===== config.mk =====
export PLATFORM = sky130hd
export DESIGN_NAME = egress_ts_fifo
export DESIGN_NICKNAME = d
export VERILOG_FILES = /design/src/rtl/ets_pkg.sv /design/src/rtl/ets_delay_add.sv /design/src/rtl/ets_fifo.sv /design/src/rtl/ets_window.sv /design/src/rtl/egress_ts_fifo.sv
export SDC_FILE = /design/constraint.sdc
export NUM_CORES = 1
export LEC_CHECK = 0
export BUFFER_PORTS_ARGS = -buffer_cell sky130_fd_sc_hd__buf_2
export CORE_AREA = 2 2 259 261
export DETAILED_ROUTE_END_ITERATION = 6
export DIE_AREA = 0 0 261 263
export PLACE_DENSITY = 0.55
export SYNTH_ARGS = -nofsm -noshare
export SYNTH_HDL_FRONTEND = slang
export SYNTH_SLANG_ARGS = --single-unit

===== constraint.sdc =====
create_clock -name clk -period 27.8 [get_ports clk]
set_input_delay 5.56 -clock clk [delete_from_list [all_inputs] [get_ports clk]]
set_output_delay 5.56 -clock clk [all_outputs]
set_load 0.01 [all_outputs]

===== src/rtl/ets_pkg.sv =====
`timescale 1ns/1ps
// Package: shared record type and register addresses for the egress
// timestamp queue. Assumes a 16-bit register window.
package ets_pkg;
    localparam int SEC_W  = 5;
    localparam int NS_W   = 30;
    localparam int SUB_W  = 16;
    localparam int WORD_W = 16;
    localparam logic [NS_W:0] NS_PER_SEC = 31'd1_000_000_000;

    typedef struct packed {
        logic [SEC_W-1:0] sec;
        logic [NS_W-1:0]  ns;
        logic [15:0]      seq;
        logic [3:0]       mtype;
        logic [7:0]       dom;
    } ts_rec_t;

    localparam logic [3:0] A_WORD0  = 4'd0;
    localparam logic [3:0] A_WORD1  = 4'd1;
    localparam logic [3:0] A_WORD2  = 4'd2;
    localparam logic [3:0] A_WORD3  = 4'd3;
    localparam logic [3:0] A_ADV    = 4'd4;
    localparam logic [3:0] A_STAT   = 4'd5;
    localparam logic [3:0] A_IEN    = 4'd6;
    localparam logic [3:0] A_DLYNS  = 4'd7;
    localparam logic [3:0] A_DLYSUB = 4'd8;
endpackage


===== src/rtl/ets_delay_add.sv =====
`timescale 1ns/1ps
// ets_delay_add: adds the transmit pipeline delay to a captured time.
// The fraction carries into nanoseconds; nanoseconds wrap once at one
// second into the truncated seconds field. Assumes in_ns < 1e9 and a
// delay below one second, so at most one wrap occurs. Purely combinational.
module ets_delay_add
    import ets_pkg::*;
(
    input  logic [SEC_W-1:0]  in_sec,
    input  logic [NS_W-1:0]   in_ns,
    input  logic [SUB_W-1:0]  in_sub,
    input  logic [15:0]       dly_ns,
    input  logic [SUB_W-1:0]  dly_sub,
    output logic [SEC_W-1:0]  out_sec,
    output logic [NS_W-1:0]   out_ns
);
    logic [SUB_W:0] sub_sum;
    logic [NS_W:0]  ns_sum;

    // Sum fraction and nanoseconds, then fold one second if needed.
    always_comb begin
        sub_sum = {1'b0, in_sub} + {1'b0, dly_sub};
        ns_sum  = {1'b0, in_ns} + {{(NS_W-15){1'b0}}, dly_ns}
                  + {{NS_W{1'b0}}, sub_sum[SUB_W]};
        if (ns_sum >= NS_PER_SEC) begin
            out_ns  = NS_W'(ns_sum - NS_PER_SEC);
            out_sec = in_sec + 1'b1;
        end else begin
            out_ns  = ns_sum[NS_W-1:0];
            out_sec = in_sec;
        end
    end

    // Result stays within one second when the input does.
    always_comb begin
        if ({1'b0, in_ns} < NS_PER_SEC)
            p_ns_in_range_r7: assert ({1'b0, out_ns} < NS_PER_SEC);
    end
endmodule


===== src/rtl/ets_fifo.sv =====
`timescale 1ns/1ps
// ets_fifo: record queue. A push into a full queue is dropped unless a
// pop happens in the same cycle. The head is visible combinationally.
// Assumes DEPTH is a power of two.
module ets_fifo
    import ets_pkg::*;
#(
    parameter int DEPTH = 8
) (
    input  logic    clk,
    input  logic    rst_n,
    input  logic    push,
    input  ts_rec_t din,
    input  logic    pop,
    output ts_rec_t dout,
    output logic    empty,
    output logic    drop
);
    localparam int PTR_W = (DEPTH > 1) ? $clog2(DEPTH) : 1;
    localparam int CNT_W = $clog2(DEPTH + 1);

    ts_rec_t            mem [DEPTH];
    logic [PTR_W-1:0]   wr_ptr, rd_ptr;
    logic [CNT_W-1:0]   count;
    logic               full, do_push, do_pop;

    assign empty   = (count == '0);
    assign full    = (count == CNT_W'(DEPTH));
    assign do_pop  = pop && !empty;
    assign do_push = push && (!full || do_pop);
    assign drop    = push && !do_push;
    assign dout    = mem[rd_ptr];

    // Store accepted records.
    always_ff @(posedge clk) begin
        if (do_push) mem[wr_ptr] <= din;
    end

    // Advance pointers and occupancy.
    always_ff @(posedge clk) begin
        if (!rst_n) begin
            wr_ptr <= '0;
            rd_ptr <= '0;
            count  <= '0;
        end else begin
            if (do_push) wr_ptr <= wr_ptr + 1'b1;
            if (do_pop)  rd_ptr <= rd_ptr + 1'b1;
            count <= count + CNT_W'(do_push) - CNT_W'(do_pop);
        end
    end

    p_count_bound_r9: assert property (@(posedge clk) disable iff (!rst_n)
        count <= CNT_W'(DEPTH));
    p_full_drop_r9: assert property (@(posedge clk) disable iff (!rst_n)
        (full && push && !pop) |=> (count == $past(count)));
    p_both_keep_r10: assert property (@(posedge clk) disable iff (!rst_n)
        (push && pop && !empty) |=> (count == $past(count)));
endmodule


===== src/rtl/ets_window.sv =====
`timescale 1ns/1ps
// ets_window: 16-bit register window. Holds the four data words, the
// status and enable bits and the delay settings, and makes the pop
// request. Reads are side-effect free.
module ets_window
    import ets_pkg::*;
(
    input  logic              clk,
    input  logic              rst_n,
    input  logic [3:0]        addr,
    input  logic              wr,
    input  logic [WORD_W-1:0] wdata,
    input  ts_rec_t           head,
    input  logic              q_empty,
    input  logic              q_drop,
    output logic              pop,
    output logic [WORD_W-1:0] rdata,
    output logic              irq,
    output logic [15:0]       dly_ns,
    output logic [SUB_W-1:0]  dly_sub
);
    ts_rec_t hold;
    logic    hold_vld;
    logic    ovf, ien, ovf_clr;

    assign pop     = wr && (addr == A_ADV) && wdata[0];
    assign ovf_clr = wr && (addr == A_STAT) && wdata[1];
    assign irq     = !q_empty && ien;

    // Load the head record on advance; empty queue yields a cleared word.
    always_ff @(posedge clk) begin
        if (!rst_n) begin
            hold     <= '0;
            hold_vld <= 1'b0;
        end else if (pop) begin
            hold     <= q_empty ? '0 : head;
            hold_vld <= !q_empty;
        end
    end

    // Sticky overflow flag; a new drop wins over a clear.
    always_ff @(posedge clk) begin
        if (!rst_n)      ovf <= 1'b0;
        else if (q_drop) ovf <= 1'b1;
        else if (ovf_clr) ovf <= 1'b0;
    end

    // Software settings: interrupt enable and pipeline delay.
    always_ff @(posedge clk) begin
        if (!rst_n) begin
            ien     <= 1'b0;
            dly_ns  <= '0;
            dly_sub <= '0;
        end else if (wr) begin
            if (addr == A_IEN)    ien     <= wdata[0];
            if (addr == A_DLYNS)  dly_ns  <= wdata;
            if (addr == A_DLYSUB) dly_sub <= wdata;
        end
    end

    // Read multiplexer.
    always_comb begin
        case (addr)
            A_WORD0:  rdata = {hold_vld, hold.sec[4:2], hold.mtype, hold.dom};
            A_WORD1:  rdata = hold.seq;
            A_WORD2:  rdata = hold.ns[15:0];
            A_WORD3:  rdata = {hold.sec[1:0], hold.ns[29:16]};
            A_STAT:   rdata = {14'd0, ovf, !q_empty};
            A_IEN:    rdata = {15'd0, ien};
            A_DLYNS:  rdata = dly_ns;
            A_DLYSUB: rdata = dly_sub;
            default:  rdata = '0;
        endcase
    end

    p_irq_level_r8: assert property (@(posedge clk) disable iff (!rst_n)
        (irq && !pop && !(wr && addr == A_IEN)) |=> irq);
    p_empty_adv_r5: assert property (@(posedge clk) disable iff (!rst_n)
        (pop && q_empty) |=> !hold_vld);
    p_hold_r6: assert property (@(posedge clk) disable iff (!rst_n)
        !pop |=> ($stable(hold) && $stable(hold_vld)));
    p_ovf_sticky_r9: assert property (@(posedge clk) disable iff (!rst_n)
        (ovf && !ovf_clr) |=> ovf);
endmodule


===== src/rtl/egress_ts_fifo.sv =====
`timescale 1ns/1ps
// egress_ts_fifo: top. Corrects each captured egress time by the pipeline
// delay, queues the record and exposes it through the register window.
// Assumes frame parsing upstream and at most one capture per cycle.
module egress_ts_fifo
    import ets_pkg::*;
#(
    parameter int DEPTH = 8
) (
    input  logic        clk,
    input  logic        rst_n,
    input  logic        cap_valid,
    input  logic [7:0]  cap_domain,
    input  logic [3:0]  cap_msgtype,
    input  logic [15:0] cap_seqid,
    input  logic [4:0]  cap_sec,
    input  logic [29:0] cap_ns,
    input  logic [15:0] cap_subns,
    input  logic [3:0]  reg_addr,
    input  logic        reg_wr,
    input  logic [15:0] reg_wdata,
    output logic [15:0] reg_rdata,
    output logic        irq
);
    ts_rec_t          rec_in, head;
    logic [SEC_W-1:0] adj_sec;
    logic [NS_W-1:0]  adj_ns;
    logic [15:0]      dly_ns;
    logic [SUB_W-1:0] dly_sub;
    logic             pop, q_empty, q_drop;

    ets_delay_add u_add (
        .in_sec(cap_sec), .in_ns(cap_ns), .in_sub(cap_subns),
        .dly_ns(dly_ns), .dly_sub(dly_sub),
        .out_sec(adj_sec), .out_ns(adj_ns)
    );

    // Assemble the record to be queued.
    always_comb begin
        rec_in.sec   = adj_sec;
        rec_in.ns    = adj_ns;
        rec_in.seq   = cap_seqid;
        rec_in.mtype = cap_msgtype;
        rec_in.dom   = cap_domain;
    end

    ets_fifo #(.DEPTH(DEPTH)) u_fifo (
        .clk(clk), .rst_n(rst_n), .push(cap_valid), .din(rec_in),
        .pop(pop), .dout(head), .empty(q_empty), .drop(q_drop)
    );

    ets_window u_win (
        .clk(clk), .rst_n(rst_n), .addr(reg_addr), .wr(reg_wr),
        .wdata(reg_wdata), .head(head), .q_empty(q_empty), .q_drop(q_drop),
        .pop(pop), .rdata(reg_rdata), .irq(irq),
        .dly_ns(dly_ns), .dly_sub(dly_sub)
    );
endmodule


==> metrics.txt <==
DIE WIDTH about 260 um; CTS max path bufs 3; routed wire length per instance approximately 25 um; syn_nets 1,816; initial antenna violation count 2; WP data arrival 7.54 ns; CTS root buf clkbuf_16; Synth Register Bits between 600 and 700; core box area around 66,000 um^2; maximum VDD drop 54.11 uV; status finished, final reports clean; worst r2r dst u_fifo.mem[7][52]; fin util 0.4564; Synth area leaders edfxtp_1 58%, mux4_2 11%, dfxtp_1 8.5%, mux2i_1 2.5%, ha_1 1.9%; CTS Buf Count 66; total grt overflow 0; RePlAce Congestion 0.8499; CP cell instances buf_2 -> nor2b_1 -> and3_1 -> a222oi_1 -> o21ai_0 -> a221o_1 -> buf_2; area of the die 68,640 um^2; global-route wire length before repair 100,500 um; total track usage 0.2009; Period Utilization, post-route 0.4712; post-CTS setup buffers 0; sequential share of the synthesized area 0.6647; Fin Setup TNS 0 ns; class of the worst hold path reg -> reg; Worst-Skew Late Latency 0.60 ns; vias in the first global route 15,100; Slew Viols, Final 0; worst hold margin 0.4808 ns; Leak 9.713 nW; Hold-fix buffers, CTS 0; largest net degree at the start of global routing 95; Die Y 263 um; Final setup viols 0; layout cells sized above 1 0.2235; CTS HTree Levels 3; CTS sink cnt slightly above 600; via count approximately 15,000; remaining antenna violation count 0; post-CTS sizing 0; max cap viols 0; Area Growth Syn to Fin 14.71%; largest stage delay on the critical path 0.86 ns; routed vias/inst approximately 5.6; Final Non-Filler Cells 2,713; final worst slack 14.70 ns; Req. time, crit path 22.24 ns; Port Buffer Count 119; placed instance area 27,730 um^2; CP max stage cell and3_1; Post-Synthesis Cells 1,670; CTS tree built; Total Nets Final 1,942; CP Capture Type primary output; Final HPWL DP 43,520 um; Worst Setup Slack post-DPL between 10 and 15 ns; power consumption 2.127 mW; critical-path maximum fanout 18; CP Class in -> out; Worst-Margin Slew between 1 and 1.5 ns; IO Pins 120; worst r2r src u_win.dly_sub[1]; most used cell, CP buf_2; placed cell count 2,592; mean post-synth cell area roughly 16 um^2; final wirelength slightly below 70,000 um; starting density of the core 0.3978; 1st-iter DRT viols roughly 1,300; DRC errors left 0; relative slew slack 0.3053; Clock Pin Slew Worst Setup and Hold Paths 0.06 ns; Power Dens Cells 71.01 nW/um^2; Post-synth EDFFs just over 500; Post-Syn Area 26,110 um^2; WHS Endpoint u_win.hold_vld; R2R depth 26; flop2flop setup slack 20.15 ns; share of synthesized flip-flops with an asynchronous set or reset 0; Peak Freq 0.07634 GHz; Finished Cell Area ~30,000 um^2; yosys warns 0; Worst Setup SP reg_addr[2]; Primary FF master, synth edfxtp_1; # rows 94; final critical-path required period 13.10 ns; drt first pass iters 5; CP Launch Type input pin; Synth cell types 81; final hold violations 0; Worst Hold Depth 2; Synth top area share 0.5796; Synth area leader edfxtp_1; Setup Skew around 0.027 ns; RSZ-0062 raised after global routing no; Hold Startpoint u_win.hold_vld
==> where the power goes <==
part	internal, mW	total [mW]	switching (mW)
logic	0.0563	0.162	0.105
registers	1.05	1.06	0.0119
clock network	0.548	0.902	0.355
total	1.65	2.13	0.472
==> registers in the layout, summed over array words and instances, names as in the netlist, named ones only <==
register / cells
u_fifo.mem: 504
u_win.hold: 63
u_win.dly_ns: 16
u_win.dly_sub: 16
u_fifo.count: 4
u_fifo.rd_ptr: 3
u_fifo.wr_ptr: 3
u_win.hold_vld: 1
u_win.ien: 1
u_win.ovf: 1
==> worst max-delay path by stage <==
stage	cells past startpoint	end	slack [ns]
2_1_floorplan	8	u_fifo.mem[0][0]	14.53
3_3_place_gp	7	reg_rdata[1]	14.74
3_5_place_dp	7	reg_rdata[1]	14.62
4_1_cts	7	reg_rdata[1]	14.63
5_1_grt	6	reg_rdata[13]	14.59
6_report	7	reg_rdata[1]	14.70
==> synthesized netlist by cell type (5+ instances only) <==
master	n
nand3_1	29
a31oi_1	6
and2_1	11
buf_1	21
nor3_1	16
o21ai_0	21
nor2_1	95
edfxtp_1	504
nor2b_1	71
dfxtp_1	111
mux2i_1	65
nand4_1	13
clkbuf_1	61
a21o_1	18
and3_1	9
a21oi_1	87
a22oi_1	45
mux4_2	126
nand2b_1	11
xor2_1	12
ha_1	40
o31ai_1	5
xnor2_1	30
a211oi_1	5
a21boi_0	39
inv_1	22
nand2_1	102
nor4_1	5
o211ai_1	6
==> per-layer routing <==
metal | track usage | routed length [um] | vias up
met5 | 0 | 22 | -
met4 | 0.04991 | 1435 | 4
met3 | 0.04718 | 4980 | 87
met2 | 0.3189 | 32310 | 445
met1 | 0.2795 | 29850 | 7812
li1 | - | - | 6779
==> logic make-up after synthesis <==
logic type	Yosys count	synth area share
DFF	615	0.6647
and+or+nand+nor	382	0.07183
AOI/OAI and AO/OA	284	0.07620
muxes	192	0.1340
buffers and inverters	111	0.01701
xor gates and xnor gates	43	0.01471
adders and majority gates	43	0.02147
==> cell type report <==
| cell class | instances | area (um^2) |
|---|---|---|
| diodes | 1 | 2.502 |
| clock inverters | 28 | 430.4 |
| flip-flops and latches | 615 | 17370 |
| multi-input cells | 944 | 8388 |
| inverters | 22 | 82.58 |
| repair buffers | 147 | 805.8 |
| fillers | 5783 | 35680 |
| well taps | 864 | 1081 |
| clock buffers | 92 | 1793 |
==> layout by cell type (no fill, tap or decap), types with 4 or more instances in the layout <==
cell / count
a221o_1: 4
buf_4: 28
nor2_4: 4
mux2i_1: 65
xnor2_1: 30
clkinv_1: 5
nand2b_1: 10
nand2_1: 102
a21boi_0: 39
a21oi_1: 87
o31ai_1: 5
ha_1: 40
clkbuf_1: 21
o21ai_0: 21
nor3_2: 7
nor3_1: 10
clkbuf_16: 67
o21a_1: 4
edfxtp_1: 504
a21o_1: 18
clkinv_2: 7
bufinv_16: 10
nand3_1: 29
a211oi_1: 5
and2_1: 11
and3_1: 9
a31oi_1: 6
o211ai_1: 6
inv_1: 22
nand4_1: 13
xor2_1: 12
buf_2: 119
dfxtp_1: 108
nor2b_1: 71
nor2_1: 92
a22oi_1: 45
mux4_2: 126
==> worst max-delay path: cells and delay by family <==
family | cells | cell delay, ns
buffers and inverters | 2 | 0.32
AOI/OAI and AO/OA | 3 | 0.46
and+or+nand+nor | 2 | 1.19
Power figures use the tool's default switching activity.
